[src/rtl/psr_pkg.sv]
package psr_pkg;
  localparam int NBANK  = 8;
  localparam int NHALF  = 2 * NBANK;
  localparam int BANK_W = $clog2(NBANK);
  localparam int HALF_W = $clog2(NHALF);
  localparam int CFG_W  = 18;

  typedef enum logic [1:0] {
    MODE_PREFIX = 2'd0,
    MODE_ENDS   = 2'd1,
    MODE_BANKS  = 2'd2,
    MODE_HALVES = 2'd3
  } psr_mode_e;

  // bank is fully kept only when both of its halves are kept
  function automatic logic [NBANK-1:0] whole_banks(input logic [NHALF-1:0] h);
    logic [NBANK-1:0] r;
    for (int b = 0; b < NBANK; b++) r[b] = h[2*b] & h[2*b+1];
    return r;
  endfunction
endpackage

[src/rtl/psr_cfg_decode.sv]
module psr_cfg_decode
  import psr_pkg::*;
(
  input  logic [CFG_W-1:0] cfg_data,
  output logic [NHALF-1:0] half_mask,
  output logic             bad
);
  psr_mode_e mode;
  int        keep;

  always_comb begin
    mode      = psr_mode_e'(cfg_data[17:16]);
    half_mask = '0;
    bad       = 1'b0;
    keep      = NHALF;
    case (mode)
      MODE_PREFIX: begin
        case (cfg_data[2:0])
          3'd0:    keep = NHALF;
          3'd1:    keep = NHALF / 2;
          3'd2:    keep = NHALF / 4;
          3'd5:    keep = NHALF / 8;
          3'd6:    keep = NHALF / 16;
          default: bad  = 1'b1;
        endcase
        for (int h = 0; h < NHALF; h++) half_mask[h] = (h < keep);
      end
      MODE_ENDS: begin
        keep = NHALF >> cfg_data[1:0];
        for (int h = 0; h < NHALF; h++)
          half_mask[h] = cfg_data[2] ? (h >= NHALF - keep) : (h < keep);
      end
      MODE_BANKS: begin
        for (int b = 0; b < NBANK; b++) begin
          half_mask[2*b]   = cfg_data[b];
          half_mask[2*b+1] = cfg_data[b];
        end
      end
      default: half_mask = cfg_data[NHALF-1:0];
    endcase
  end
endmodule

[src/rtl/psr_refresh_seq.sv]
module psr_refresh_seq
  import psr_pkg::*;
#(
  parameter int ROW_W   = 6,
  parameter int REF_DIV = 16
) (
  input  logic             clk,
  input  logic             rst,
  input  logic             start,
  input  logic             in_sr,
  input  logic [NHALF-1:0] act_half,
  output logic             ref_stb,
  output logic [BANK_W-1:0] ref_bank,
  output logic [ROW_W-1:0] ref_row
);
  localparam int TW    = (REF_DIV > 2) ? $clog2(REF_DIV) : 1;
  localparam int POS_W = BANK_W + ROW_W;

  logic [TW-1:0]    tmr;
  logic [POS_W-1:0] pos;
  logic             step;
  logic [HALF_W-1:0] hidx;

  assign step = in_sr && (tmr == TW'(REF_DIV - 1));
  assign hidx = {pos[POS_W-1:ROW_W], pos[ROW_W-1]};

  always_ff @(posedge clk) begin
    if (rst) begin
      tmr      <= '0;
      pos      <= '0;
      ref_stb  <= 1'b0;
      ref_bank <= '0;
      ref_row  <= '0;
    end else if (start) begin
      tmr     <= '0;
      pos     <= '0;
      ref_stb <= 1'b0;
    end else if (step) begin
      tmr      <= '0;
      pos      <= pos + 1'b1;
      ref_stb  <= act_half[hidx];
      ref_bank <= pos[POS_W-1:ROW_W];
      ref_row  <= pos[ROW_W-1:0];
    end else begin
      if (in_sr) tmr <= tmr + 1'b1;
      ref_stb <= 1'b0;
    end
  end

  // strobes are single-cycle, REF_DIV >= 2 apart
  a_r8_stb_single: assert property (@(posedge clk) disable iff (rst)
    ref_stb |=> !ref_stb);
endmodule

[src/rtl/psr_bank_track.sv]
module psr_bank_track
  import psr_pkg::*;
(
  input  logic              clk,
  input  logic              rst,
  input  logic              entry,
  input  logic [NBANK-1:0]  drop,
  input  logic              in_sr,
  input  logic              wr_stb,
  input  logic [BANK_W-1:0] wr_bank,
  output logic [NBANK-1:0]  bank_invalid
);
  always_ff @(posedge clk) begin
    if (rst)
      bank_invalid <= '0;
    else if (entry)
      bank_invalid <= bank_invalid | drop;
    else if (wr_stb && !in_sr)
      bank_invalid[wr_bank] <= 1'b0;
  end

  // flags never change while the array sleeps past the entry cycle
  a_r9_hold_in_sleep: assert property (@(posedge clk) disable iff (rst)
    (in_sr && $past(in_sr)) |-> $stable(bank_invalid));
endmodule

[src/rtl/psr_ctrl.sv]
module psr_ctrl
  import psr_pkg::*;
#(
  parameter int ROW_W   = 6,
  parameter int REF_DIV = 16
) (
  input  logic              clk,
  input  logic              rst,
  input  logic              cfg_we,
  input  logic [CFG_W-1:0]  cfg_data,
  input  logic              sleep_enter,
  input  logic              sleep_exit,
  input  logic              wr_stb,
  input  logic [BANK_W-1:0] wr_bank,
  output logic              in_sr,
  output logic              ref_stb,
  output logic [BANK_W-1:0] ref_bank,
  output logic [ROW_W-1:0]  ref_row,
  output logic [NBANK-1:0]  retain_mask,
  output logic [NBANK-1:0]  bank_invalid,
  output logic              cfg_err
);
  logic [NHALF-1:0] dec_mask, staged, active;
  logic             dec_bad, entry;

  assign entry = sleep_enter && !in_sr;

  psr_cfg_decode u_dec (
    .cfg_data (cfg_data),
    .half_mask(dec_mask),
    .bad      (dec_bad)
  );

  always_ff @(posedge clk) begin
    if (rst) begin
      staged      <= '1;
      active      <= '1;
      retain_mask <= '1;
      in_sr       <= 1'b0;
      cfg_err     <= 1'b0;
    end else begin
      cfg_err <= cfg_we && dec_bad;
      if (cfg_we && !dec_bad) staged <= dec_mask;
      if (entry) begin
        active      <= staged;
        retain_mask <= whole_banks(staged);
        in_sr       <= 1'b1;
      end else if (sleep_exit && in_sr) begin
        in_sr <= 1'b0;
      end
    end
  end

  psr_refresh_seq #(.ROW_W(ROW_W), .REF_DIV(REF_DIV)) u_seq (
    .clk     (clk),
    .rst     (rst),
    .start   (entry),
    .in_sr   (in_sr),
    .act_half(active),
    .ref_stb (ref_stb),
    .ref_bank(ref_bank),
    .ref_row (ref_row)
  );

  psr_bank_track u_trk (
    .clk         (clk),
    .rst         (rst),
    .entry       (entry),
    .drop        (~whole_banks(staged)),
    .in_sr       (in_sr),
    .wr_stb      (wr_stb),
    .wr_bank     (wr_bank),
    .bank_invalid(bank_invalid)
  );

  // a strobe only goes to a row whose half-bank is kept
  a_r8_stb_kept: assert property (@(posedge clk) disable iff (rst)
    ref_stb |-> active[{ref_bank, ref_row[ROW_W-1]}]);
  // a rejected write leaves the staged setting alone
  a_r3_err_keeps: assert property (@(posedge clk) disable iff (rst)
    cfg_err |-> $stable(staged));
  // after entry each bank is either kept whole or flagged
  a_r9_entry_cover: assert property (@(posedge clk) disable iff (rst)
    $rose(in_sr) |-> (&(bank_invalid | retain_mask)));
  // a repeated entry request does not wake the device
  a_r10_stay_asleep: assert property (@(posedge clk) disable iff (rst)
    (in_sr && !sleep_exit) |=> in_sr);
endmodule

[config.mk]
export PLATFORM = sky130hd
export DESIGN_NAME = psr_ctrl
export DESIGN_NICKNAME = d
export VERILOG_FILES = /design/src/rtl/psr_pkg.sv /design/src/rtl/psr_cfg_decode.sv /design/src/rtl/psr_refresh_seq.sv /design/src/rtl/psr_bank_track.sv /design/src/rtl/psr_ctrl.sv
export SDC_FILE = /design/constraint.sdc
export NUM_CORES = 1
export LEC_CHECK = 0
export BUFFER_PORTS_ARGS = -buffer_cell sky130_fd_sc_hd__buf_2
export CORE_ASPECT_RATIO = 0.5
export CORE_UTILIZATION = 50
export CTS_CLUSTER_SIZE = 28
export DETAILED_ROUTE_END_ITERATION = 16
export GPL_ROUTABILITY_DRIVEN = 0
export MAX_ROUTING_LAYER = met4
export PLACE_DENSITY = 0.87
export SETUP_SLACK_MARGIN = 0.15
export SYNTH_ARGS = -nofsm -noshare
export SYNTH_HDL_FRONTEND = slang
export SYNTH_SLANG_ARGS = --single-unit
[constraint.sdc]
create_clock -name clk -period 1.7 [get_ports clk]
set_input_delay 0.17 -clock clk [delete_from_list [all_inputs] [get_ports clk]]
set_output_delay 0.17 -clock clk [all_outputs]
set_load 0.01 [all_outputs]
==> Word level (Yosys, flattened, before mapping) <==
Index checks and enable logic that the tools add are counted.
{ "word_totals": {"reg_bits": 73, "elab_cells": 134} }
{ "op_classes": {"addsub": 3, "n_lt_le_gt_ge": 51, "n_eq_ne": 7, "shifts": 1, "n_mux": 29, "bitwise": 14, "reduce_logical": 18} }
{ "op_table": {"columns": ["cell", "n"], "rows": [
  ["less-than comparator 5 x 32 -> 1 bit (first input constant)", 16],
  ["greater-or-equal comparator 5 x 32 -> 1 bit (first input constant)", 8],
  ["less-than comparator 4 x 32 -> 1 bit (first input constant)", 8],
  ["greater-or-equal comparator 4 x 32 -> 1 bit (first input constant)", 4],
  ["less-than comparator 3 x 32 -> 1 bit (first input constant)", 4],
  ["greater-or-equal comparator 3 x 32 -> 1 bit (first input constant)", 2],
  ["less-than comparator 1 x 32 -> 1 bit (first input constant)", 2],
  ["less-than comparator 2 x 32 -> 1 bit (first input constant)", 2],
  ["case mux 16 bit (3 select lines)", 1],
  ["greater-or-equal comparator 1 x 32 -> 1 bit (first input constant)", 1],
  ["greater-or-equal comparator 2 x 32 -> 1 bit (first input constant)", 1],
  ["two-way mux 32 bit", 1],
  [">> shifter 5 x 2 -> 32 bit (first input constant)", 1],
  ["subtractor 6 x 32 -> 32 bit (first input constant)", 1],
  ["two-way mux 1 bit", 22],
  ["case mux 5 bit (4 select lines)", 1],
  ["two-way mux 8 bit", 2],
  ["NOT 8 bit", 2],
  ["adder 9 x 1 -> 9 bit (second input constant)", 1],
  ["bitwise AND 1 bit", 8],
  ["bitwise AND 8 bit", 1],
  ["OR 8 bit", 1],
  ["logical AND 1 bit", 7],
  ["== test 3 bit (second input constant)", 2],
  ["other kinds (20)", 24]
]} }

==> Depth between registers and ports, before layout <==
Gate-level depths: netlist (run 1).
{ "logic_depth": {"word_depth": 8, "ltp_mapped": 7, "depth_no_buf": 5} }

==> By module <==
Synthesis (run 1) repeated with hierarchy kept, for this count alone.
{ "unflattened": {"cells_unflattened": 394, "area_unflattened_um2": 3639.7} }
{ "modules_own_cells": {"columns": ["module", "instances", "cells_each", "area_each_um2"], "rows": [
  ["psr_ctrl", 1, 169, 1747.9],
  ["psr_refresh_seq", 1, 120, 1102.3],
  ["psr_cfg_decode", 1, 66, 449.2],
  ["psr_bank_track", 1, 39, 340.3]
]} }

==> Least setup slack after synthesis (run 1) <==
Ideal clock, no wire load.
{ "synth_path": {"path_type": "reg-to-reg", "from": "reg u_seq.tmr[0]", "to": "reg u_seq.pos[8]", "setup_ns": 0.071, "arrival_ns": 1.552, "required_time_ns": 1.629, "slack_ns": 0.078, "stages_incl_launch_ff": 7, "period_less_slack_ns": 1.622, "cell_sequence": "dfxtp_1 ha_1 and4_1 clkbuf_1 nand3_1 or3_1 a21oi_1"} }
{ "synth_between": {"elab_chain_cells": 2} }
{ "synth_lines": {"columns": ["element", "line_no", "rtl"], "rows": [
  ["start, declared", "psr_refresh_seq.sv:19", "logic [TW-1:0] tmr;"],
  ["start signal, assigned", "psr_refresh_seq.sv:45", "if (in_sr) tmr <= tmr + 1'b1;"],
  ["== test 4 bit", "psr_refresh_seq.sv:24", "assign step = in_sr && (tmr == TW'(REF_DIV - 1));"],
  ["logical AND 1 bit", "psr_refresh_seq.sv:24", null],
  ["end signal, assigned", "psr_refresh_seq.sv:40", "pos <= pos + 1'b1;"],
  ["end, declared", "psr_refresh_seq.sv:20", "logic [POS_W-1:0] pos;"]
]} }
No other way between the ends.
A chain may end at the register's enable or synchronous reset.

==> Final worst setup path (run 1) <==
Ends and elaborated chain as after synthesis.

==> flow_summary.ini, run 1 <==
[power_and_ir_drop]
total_power_mw = 4.06
leakage_nw = 1.57
pwr-share-seq = 0.461
p_switching_mw = 1.06
cellPowerDensity_nw_per_um2 = 1060
p_int_mw = 3.00
swShare = 0.262
peakVddDrop_v = 0.000601
clock_power_share = 0.430
pwr-share-comb = 0.109

[final_layout]
fillers = 484
final_nets = 460
areaGrowthSynthToFinish_pct = 22.4
multi_input_area_um2 = 1550
regArea_um2 = 1470
num_antenna_cells = 0
drive_gt1_frac = 0.239

[critical_path]
r2r_cells = 5
crit_slowest_cell = dfxtp_2
r2r_slack_ns = 0.21
crit_type = flop to flop
rr_endpoint = u_seq.pos[8]$_SDFFE_PP0P_
arrival_ns = 1.75
critical-path-max-stage-delay_ns = 0.36
worst_r2r_startpoint = u_seq.tmr[0]$_SDFFE_PP0P_
required_ns = 1.96
critical_path.cell_chain = ha_2, and4_1, nand3_1, or3_1, a21oi_1
startpoint_type = flop
endpoint_kind = flop
crit_fanout = 4

[global_routing]
grt_pass1_vias = 2584
grtUsageTotal = 0.249
grt_pass1_wl_um = 12200
grt_max_degree = 39
gr-total-overflow = 0
antenna_found_initial = 0

[clock_tree]
cts_setup_buffers = 0
cts_buffers = 9
cts_root_buf = clkbuf_16
hold_buffers = 0
cts_resized = 0
htree_levels = 3
clkSlewWorstSetupHoldPaths_ns = 0.06
clock-sinks = 73
tritoncts = built
clk_latency_ns = 0.33
clock_path_buffers = 2

[route]
via_per_inst = 5.53
remaining_drc_errors = 0
wl_met1_um = 3470
drt_iter0_markers = 291
wl_um = 7340
dr.pass1.iters = 4
met2WireLength_um = 3280
avgRoutedWirePerCell_um = 14.1
met3_length_um = 447
routed.top_layer = met4
ant_nets = 0
vias = 2877

[sta]
setup_viol_count_final = 0
drv_slew = 0
slew_headroom = 0.632
finalCriticalPeriod_ns = 1.49
fin_skew_ns = 0.00576
max_freq_ghz = 0.672
finalCritPeriodShare = 0.876
worst_pin_slew_ns = 0.545
grt_setup_unrepaired = false
hold_viol = 0
finalSetupTns_ns = 0

[die]
die_y_um = 58.0
dieArea_um2 = 6620
ioPinCount = 55
rows = 19
die_w_um = 114
start_util = 0.546
core-area_um2 = 5750

[synthesis]
synth_nets = 405
synthXorXnorAreaFrac = 0.0251
synth_mux_area_frac = 0.0382
syn_avg_cell_area_um2 = 8.35
ys_ff_latch = 73
synth-compound-area-share = 0.188
synth_edf_count = 0
syn_inst = 376
ys.flop_type = dfxtp_1
synthSimpleGateAreaFrac = 0.233
ys_async_sr_fraction = 0
ys.warnings.count = 0
synth_top_family_by_area = simple AND/OR/NAND/NOR gates
synth.cell_area_um2 = 3140
synth_fa_ha_area_frac = 0.00797
yosysSeqAreaShare = 0.465
synth_cell_types = 47

[run_status]
outcome = finished, final reports clean

[placement]
hpwl_um = 5090
place.port_buffers = 54

[min_path]
whs_path_depth = 3
min_to = in_sr$_SDFFE_PP0P_
hold_start = sleep_exit
hold_path.class = input pin to flop

[run]
maxCapViolations = 0
==> cell families after synthesis <==
kind of cell	after synthesis
fa+ha+maj	2
flops	73
compound gates	96
simple gates	157
mux	7
xor+xnor	9
buf+inv	32
==> layout make-up <==
class / instances / area share
clock buffer: 9 / 0.0586
sequential: 73 / 0.381
timing repair buffer: 73 / 0.112
inverter: 3 / 0.00293
multi-input combinational: 271 / 0.404
tap: 84 / 0.0274
clock inverter: 7 / 0.0143
==> layer usage <==
metal	global-route usage	vias to the layer above
li1	-	1435
met1	0.319	1324
met2	0.368	104
met3	0.0795	14
met4	0.0946	0
met5	-	-
==> sequential cells by signal, summed over array words and instances, names as in the netlist <==
signal,count
u_seq.ref_bank,3
u_trk.bank_invalid,8
cfg_err,1
u_seq.ref_row,6
u_seq.ref_stb,1
retain_mask,8
active,16
in_sr,1
u_seq.pos,9
u_seq.tmr,4
staged,16
==> cell usage after synthesis, types with 4 or more instances <==
cell type  number  share of area
clkbuf_1       21          0.025
dfxtp_1        73           0.47
nand4_1         4         0.0080
mux4_2          4          0.029
xor2_1          5          0.014
and3_1          6          0.012
xnor2_1         4          0.011
nand2_1        69          0.082
nor2_1         25          0.030
a21oi_1        39          0.062
nand3_1        24          0.038
nor2b_1         8          0.016
nand2b_1        4         0.0080
o21ai_0        31          0.049
nor3_1          5         0.0080
==> layout by cell type (no fill, tap or decap), types with 3 or more instances in the layout <==
cell        n
o21ai_0    31
xor2_1      5
or3_1       3
a211oi_1    3
dfxtp_1    70
buf_2      54
dfxtp_2     3
nor3_1      4
and3_1      6
nand4_1     4
buf_4      17
clkbuf_16   9
a2bb2oi_1   3
nand2b_1    4
nor2_1     25
mux4_2      4
a21oi_1    39
xnor2_1     4
nand3_1    24
mux2i_1     3
inv_1       3
nor2b_1     8
nand2_1    69
==> per-stage QoR <==
stage / utilization / cell area, um^2 / cells / worst slack [ns] / hold slack (ns)
after CTS: 0.665 / 3830 / 520 / 0.168 / 0.103
after global placement: 0.617 / 3550 / 504 / 0.0823 / 0.442
after detailed placement: 0.617 / 3550 / 504 / 0.0485 / 0.444
after floorplan: - / 3140 / 376 / 0.167 / 0.298
after global routing: 0.668 / 3840 / 520 / 0.148 / 0.112
final: 0.668 / 3840 / 520 / 0.211 / 0.109
==> worst max-delay path, delay by kind of cell, from the launching register on <==
family	cells	cell delay [ns]
simple gates	3	0.68
flops	1	0.36
fa+ha+maj	1	0.22
compound gates	1	0.16
==> worst max path at each step <==
stage                                         start                         to  cells after the start
after floorplan           u_seq.tmr[0]$_SDFFE_PP0P_  u_seq.pos[8]$_SDFFE_PP0P_                      6
after global placement                  cfg_data[0]    staged[15]$_SDFFE_PP1P_                      5
after detailed placement                cfg_data[0]    staged[15]$_SDFFE_PP1P_                      5
after CTS                 u_seq.pos[6]$_SDFFE_PP0P_   u_seq.ref_stb$_SDFF_PP0_                      4
after global routing      u_seq.tmr[0]$_SDFFE_PP0P_  u_seq.pos[8]$_SDFFE_PP0P_                      5
final                     u_seq.tmr[0]$_SDFFE_PP0P_  u_seq.pos[8]$_SDFFE_PP0P_                      5
==> power groups by stage <==
stage | Clock [mW] | Combinational [mW] | Sequential (mW)
after detailed placement | 0 | 0.435 | 1.91
after CTS | 1.77 | 0.441 | 1.87
after floorplan | 0 | 0.274 | 1.91
after global routing | 1.86 | 0.492 | 1.88
final | 1.75 | 0.443 | 1.87
after global placement | 0 | 0.422 | 1.91
(Power assumes the default switching activity.)
==> run 2: changes to the inputs <==
- CORE_MARGIN: unset -> 2
==> flow_summary.ini, run 2 (synthesized netlist as in run 1, its figures left out) <==
[critical_path]
worst_r2r_startpoint = u_seq.tmr[0]$_SDFFE_PP0P_
r2r_slack_ns = 0.26
endpoint_kind = flop
startpoint_type = flop
rr_endpoint = u_seq.pos[8]$_SDFFE_PP0P_
crit_type = flop to flop
required_ns = 1.95
r2r_cells = 5
arrival_ns = 1.69
crit_fanout = 4

[route]
wl_um = 7210
via_per_inst = 5.50
vias = 2890
remaining_drc_errors = 0
avgRoutedWirePerCell_um = 13.7
ant_nets = 0
dr.pass1.iters = 7
drt_iter0_markers = 223

[global_routing]
grt_pass1_vias = 2505
grt_util_met1 = 0.298
grtUsageTotal = 0.233
gr-total-overflow = 0
grt.met2_usage = 0.353
grt_max_degree = 29
top_usage_layer = met2
grt_pass1_wl_um = 11900
met3_usage = 0.0659
antenna_found_initial = 0

[min_path]
hold_path.class = input pin to flop
whs_path_depth = 3
hold_start = sleep_exit
min_to = in_sr$_SDFFE_PP0P_

[clock_tree]
cts_setup_buffers = 0
cts_buffers = 9
htree_levels = 3
tritoncts = built
clock_path_buffers = 2
clk_latency_ns = 0.33
clock-sinks = 73
cts_root_buf = clkbuf_16
clkSlewWorstSetupHoldPaths_ns = 0.05

[sta]
drv_slew = 0
hold_viol = 0
fin_skew_ns = 0.00829
grt_setup_unrepaired = false
max_freq_ghz = 0.695
finalCritPeriodShare = 0.847
finalCriticalPeriod_ns = 1.44
finalSetupTns_ns = 0
setup_viol_count_final = 0
worst_pin_slew_ns = 0.371
slew_headroom = 0.749

[die]
ioPinCount = 55
dieArea_um2 = 6970
rows = 20
die_y_um = 60.0
start_util = 0.516
core-area_um2 = 6080
die_w_um = 116

[placement]
hpwl_um = 5110
place_area_um2 = 3550
place.port_buffers = 54

[power_and_ir_drop]
leakage_nw = 1.57
cellPowerDensity_nw_per_um2 = 1040
peakVddDrop_v = 0.000675

[final_layout]
num_antenna_cells = 0
design_area_um2 = 3840
largest_registers = active: 16 flops, staged: 16 flops, u_seq.pos: 9 flops
fillers = 520
final_common_cell = dfxtp_1
drive_gt1_frac = 0.233
final_nets = 461
final_cell_mix = 70 x dfxtp_1, 69 x nand2_1, 54 x buf_2, 39 x a21oi_1, 31 x o21ai_0
areaGrowthSynthToFinish_pct = 22.4

[run_status]
outcome = finished, final reports clean

[run]
maxCapViolations = 0
run 2: metrics by stage:
step                      setup slack, ns  cells  power [mW]   util  hold WS (ns)
after floorplan                     0.167    376        2.18      -         0.298
final                               0.261    525        4.02  0.632         0.119
after global routing                0.163    525        4.21  0.632         0.131
after CTS                           0.168    525        4.06  0.629         0.109
after global placement             0.0796    509        2.33  0.583         0.443
after detailed placement           0.0632    509        2.34  0.583         0.444
run 2: worst max path at each step:
stage | from | to | slack, ns | cells past startpoint
detailed placement | cfg_data[0] | staged[15]$_SDFFE_PP1P_ | 0.06 | 5
global route | u_seq.tmr[0]$_SDFFE_PP0P_ | u_seq.pos[8]$_SDFFE_PP0P_ | 0.16 | 5
global placement | cfg_data[0] | staged[15]$_SDFFE_PP1P_ | 0.08 | 5
floorplan | u_seq.tmr[0]$_SDFFE_PP0P_ | u_seq.pos[8]$_SDFFE_PP0P_ | 0.17 | 6
CTS | u_seq.tmr[0]$_SDFFE_PP0P_ | u_seq.pos[8]$_SDFFE_PP0P_ | 0.17 | 5
finish | u_seq.tmr[0]$_SDFFE_PP0P_ | u_seq.pos[8]$_SDFFE_PP0P_ | 0.26 | 5
run 2: report_power, final:
part	leakage [nW]	internal (mW)	switching [mW]
logic	0.838	0.191	0.245
clock network	0.129	1.03	0.675
registers	0.601	1.81	0.0675
total	1.57	3.03	0.987
run 2: area by class of cell:
| cell class | count | area [um^2] | area share |
|---|---|---|---|
| clock inverters | 4 | 28.8 | 0.00749 |
| flip-flops and latches | 73 | 1470 | 0.381 |
| well taps | 88 | 110 | 0.0287 |
| multi-input cells | 271 | 1560 | 0.405 |
| repair buffers | 74 | 424 | 0.110 |
| inverters | 3 | 11.3 | 0.00293 |
| clock buffers | 12 | 246 | 0.0641 |
run 2: what timing repair did:
action | CTS | global route
resized for setup | 0 | 6
hold endpoints to repair | 0 | 0
hold buffers | 0 | 0
setup endpoints to repair | 0 | 8
run 2: worst max-delay path: stages, from the launching register on:
cell     delay (ns)
dfxtp_2        0.38
ha_4           0.16
and4_1         0.23
nand3_1        0.10
or3_1          0.35
a21oi_1        0.14
run 2: per-layer routing:
layer / part of all wire / up-vias
met3: 0.072 / 10
met4: 0.014 / 0
met2: 0.46 / 98
li1: - / 1435
met5: 0 / -
met1: 0.45 / 1347
==> run 3: changes to the inputs <==
- ABC_AREA: unset -> 1
- PLACE_DENSITY: 0.87 -> 0.84
- clock period: 1.7 -> 1.4 ns (I/O delays scaled with it)
==> flow_summary.ini, run 3 <==
[critical_path]
crit_fanout = 6
endpoint_kind = flop
required_ns = 1.66
startpoint_type = flop
worst_r2r_startpoint = u_seq.tmr[0]$_SDFFE_PP0P_
arrival_ns = 1.64
r2r_slack_ns = 0.03
rr_endpoint = u_seq.pos[5]$_SDFFE_PP0P_
crit_type = flop to flop
r2r_cells = 7

[final_layout]
areaGrowthSynthToFinish_pct = 35.0
final_cell_mix = 132 x nand2_1, 68 x dfxtp_1, 54 x buf_2, 46 x inv_1, 30 x nand3_1
final_common_cell = nand2_1
largest_registers = active: 16 flops, staged: 16 flops, u_seq.pos: 9 flops
num_antenna_cells = 0
final_nets = 579
drive_gt1_frac = 0.315
fillers = 508

[placement]
place_ws_ns = -0.0332
place.port_buffers = 54
hpwl_um = 5560

[route]
avgRoutedWirePerCell_um = 13.9
dr.pass1.iters = 5
via_per_inst = 5.22
drt_iter0_markers = 328
vias = 3376
remaining_drc_errors = 0
wl_um = 9000
ant_nets = 0

[synthesis]
yosysTopAreaCellShare = 0.437
syn_avg_cell_area_um2 = 7.21
yosysSeqAreaShare = 0.437
synth_top_cell_by_area = dfxtp_1
synth_nets = 493
yosysMostFrequentCell = nand2_1
synth_edf_count = 0
ys.warnings.count = 0
ys.flop_type = dfxtp_1
synthTopCellsByArea = dfxtp_1 44%, nand2_1 15%, a21oi_1 6.3%
ys_ff_latch = 73
synth_cell_types = 31
synth_common_cells = 137 x nand2_1, 73 x dfxtp_1, 48 x inv_1
syn_inst = 464
ys_async_sr_fraction = 0
synth.cell_area_um2 = 3350

[min_path]
min_to = cfg_err$_SDFF_PP0_
hold_start = cfg_we
whs_path_depth = 3
hold_path.class = input pin to flop

[power_and_ir_drop]
p_switching_mw = 1.42
peakVddDrop_v = 0.000545
cellPowerDensity_nw_per_um2 = 1170
pwr-share-seq = 0.431
swShare = 0.268
pwr-share-comb = 0.134
leakage_nw = 2.13
p_int_mw = 3.88
clock_power_share = 0.435

[clock_tree]
clock-sinks = 73
cts_buffers = 9
htree_levels = 3
tritoncts = built
cts_root_buf = clkbuf_16
clk_latency_ns = 0.34
clkSlewWorstSetupHoldPaths_ns = 0.06
clock_path_buffers = 2

[die]
core-area_um2 = 6570
dieArea_um2 = 7400
die_w_um = 120
rows = 21
ioPinCount = 55
die_y_um = 61.8
start_util = 0.509

[sta]
grt_setup_unrepaired = true
finalCriticalPeriod_ns = 1.37
fin_skew_ns = 0.00606
finalSetupTns_ns = 0
slew_headroom = 0.703
drv_slew = 0
hold_viol = 0
worst_hold_slack_ns = 0.0833
max_freq_ghz = 0.730
fin_ws_ns = 0.0296
setup_viol_count_final = 0
finalCritPeriodShare = 0.979
worst_pin_slew_ns = 0.443

[run]
maxCapViolations = 0

[global_routing]
grt_pass1_vias = 2914
grt_pass1_wl_um = 13400
grtUsageTotal = 0.240
gr-total-overflow = 0
grt_max_degree = 27
antenna_found_initial = 0

[run_status]
outcome = finished, final reports clean
[run 3: cell families after synthesis]
group | synth area share
xor+xnor | 0.00262
fa+ha+maj | 0.00748
flops | 0.437
simple gates | 0.302
buf+inv | 0.0909
compound gates | 0.160
[run 3: worst max-delay path, cell delays in order (launching register included)]
cell	delay (ns)
dfxtp_2	0.35
ha_4	0.15
nand3_4	0.09
nor2_4	0.23
nand2_2	0.12
nor2_2	0.14
nand2_1	0.09
a21oi_2	0.14
[run 3: worst max-delay path by stage]
stage                                    startpoint                             to  slack [ns]  cells after the start
final                     u_seq.tmr[0]$_SDFFE_PP0P_      u_seq.pos[5]$_SDFFE_PP0P_        0.03                      7
after global routing      u_seq.tmr[0]$_SDFFE_PP0P_      u_seq.pos[5]$_SDFFE_PP0P_       -0.03                      7
after CTS                 u_seq.tmr[1]$_SDFFE_PP0P_  u_seq.ref_row[4]$_SDFFE_PP0P_        0.09                      7
after detailed placement  u_seq.tmr[0]$_SDFFE_PP0P_      u_seq.pos[2]$_SDFFE_PP0P_       -0.03                      7
after global placement    u_seq.tmr[0]$_SDFFE_PP0P_      u_seq.pos[2]$_SDFFE_PP0P_       -0.03                      7
after floorplan           u_seq.tmr[1]$_SDFFE_PP0P_      u_seq.pos[2]$_SDFFE_PP0P_        0.15                      7
[run 3: area by class of cell]
type / count / area, um^2 / share of cell area
clock buffer: 9 / 225 / 0.0499
clock inverter: 7 / 76.3 / 0.0169
inverter: 50 / 200 / 0.0443
multi-input combinational: 322 / 1760 / 0.391
sequential: 73 / 1470 / 0.326
tap: 92 / 115 / 0.0255
timing repair buffer: 92 / 648 / 0.143
timing repair inverter: 2 / 15.0 / 0.00332
[run 3: stage by stage]
step,area (um^2),util,power [mW],cells
after global placement,3740,0.570,2.90,605
after detailed placement,3740,0.570,2.92,605
final,4520,0.688,5.30,647
after CTS,4180,0.636,5.22,630
after global routing,4520,0.688,5.49,647
after floorplan,3360,-,2.73,464
[run 3: what timing repair did]
item / in CTS / in global routing
gates resized for setup: 20 / 66
gates cloned: 2 / 0
setup buffers: 7 / 17
setup endpoints to repair: 23 / 50
hold buffers: 0 / 0
pin swaps: 7 / 20
[run 3: power groups by stage]
stage	Combinational, mW	Sequential, mW	Clock, mW
floorplan	0.406	2.32	0
detailed placement	0.596	2.32	0
CTS	0.621	2.28	2.32
global placement	0.585	2.32	0
finish	0.708	2.29	2.30
global route	0.789	2.30	2.41
[run 3: per-layer routing]
layer | share of wire | vias to the layer above | global-route usage
li1 | - | 1697 | -
met1 | 0.45 | 1553 | 0.291
met2 | 0.48 | 116 | 0.414
met3 | 0.058 | 10 | 0.0630
met4 | 0.0091 | 0 | 0.0555
met5 | 0 | - | -
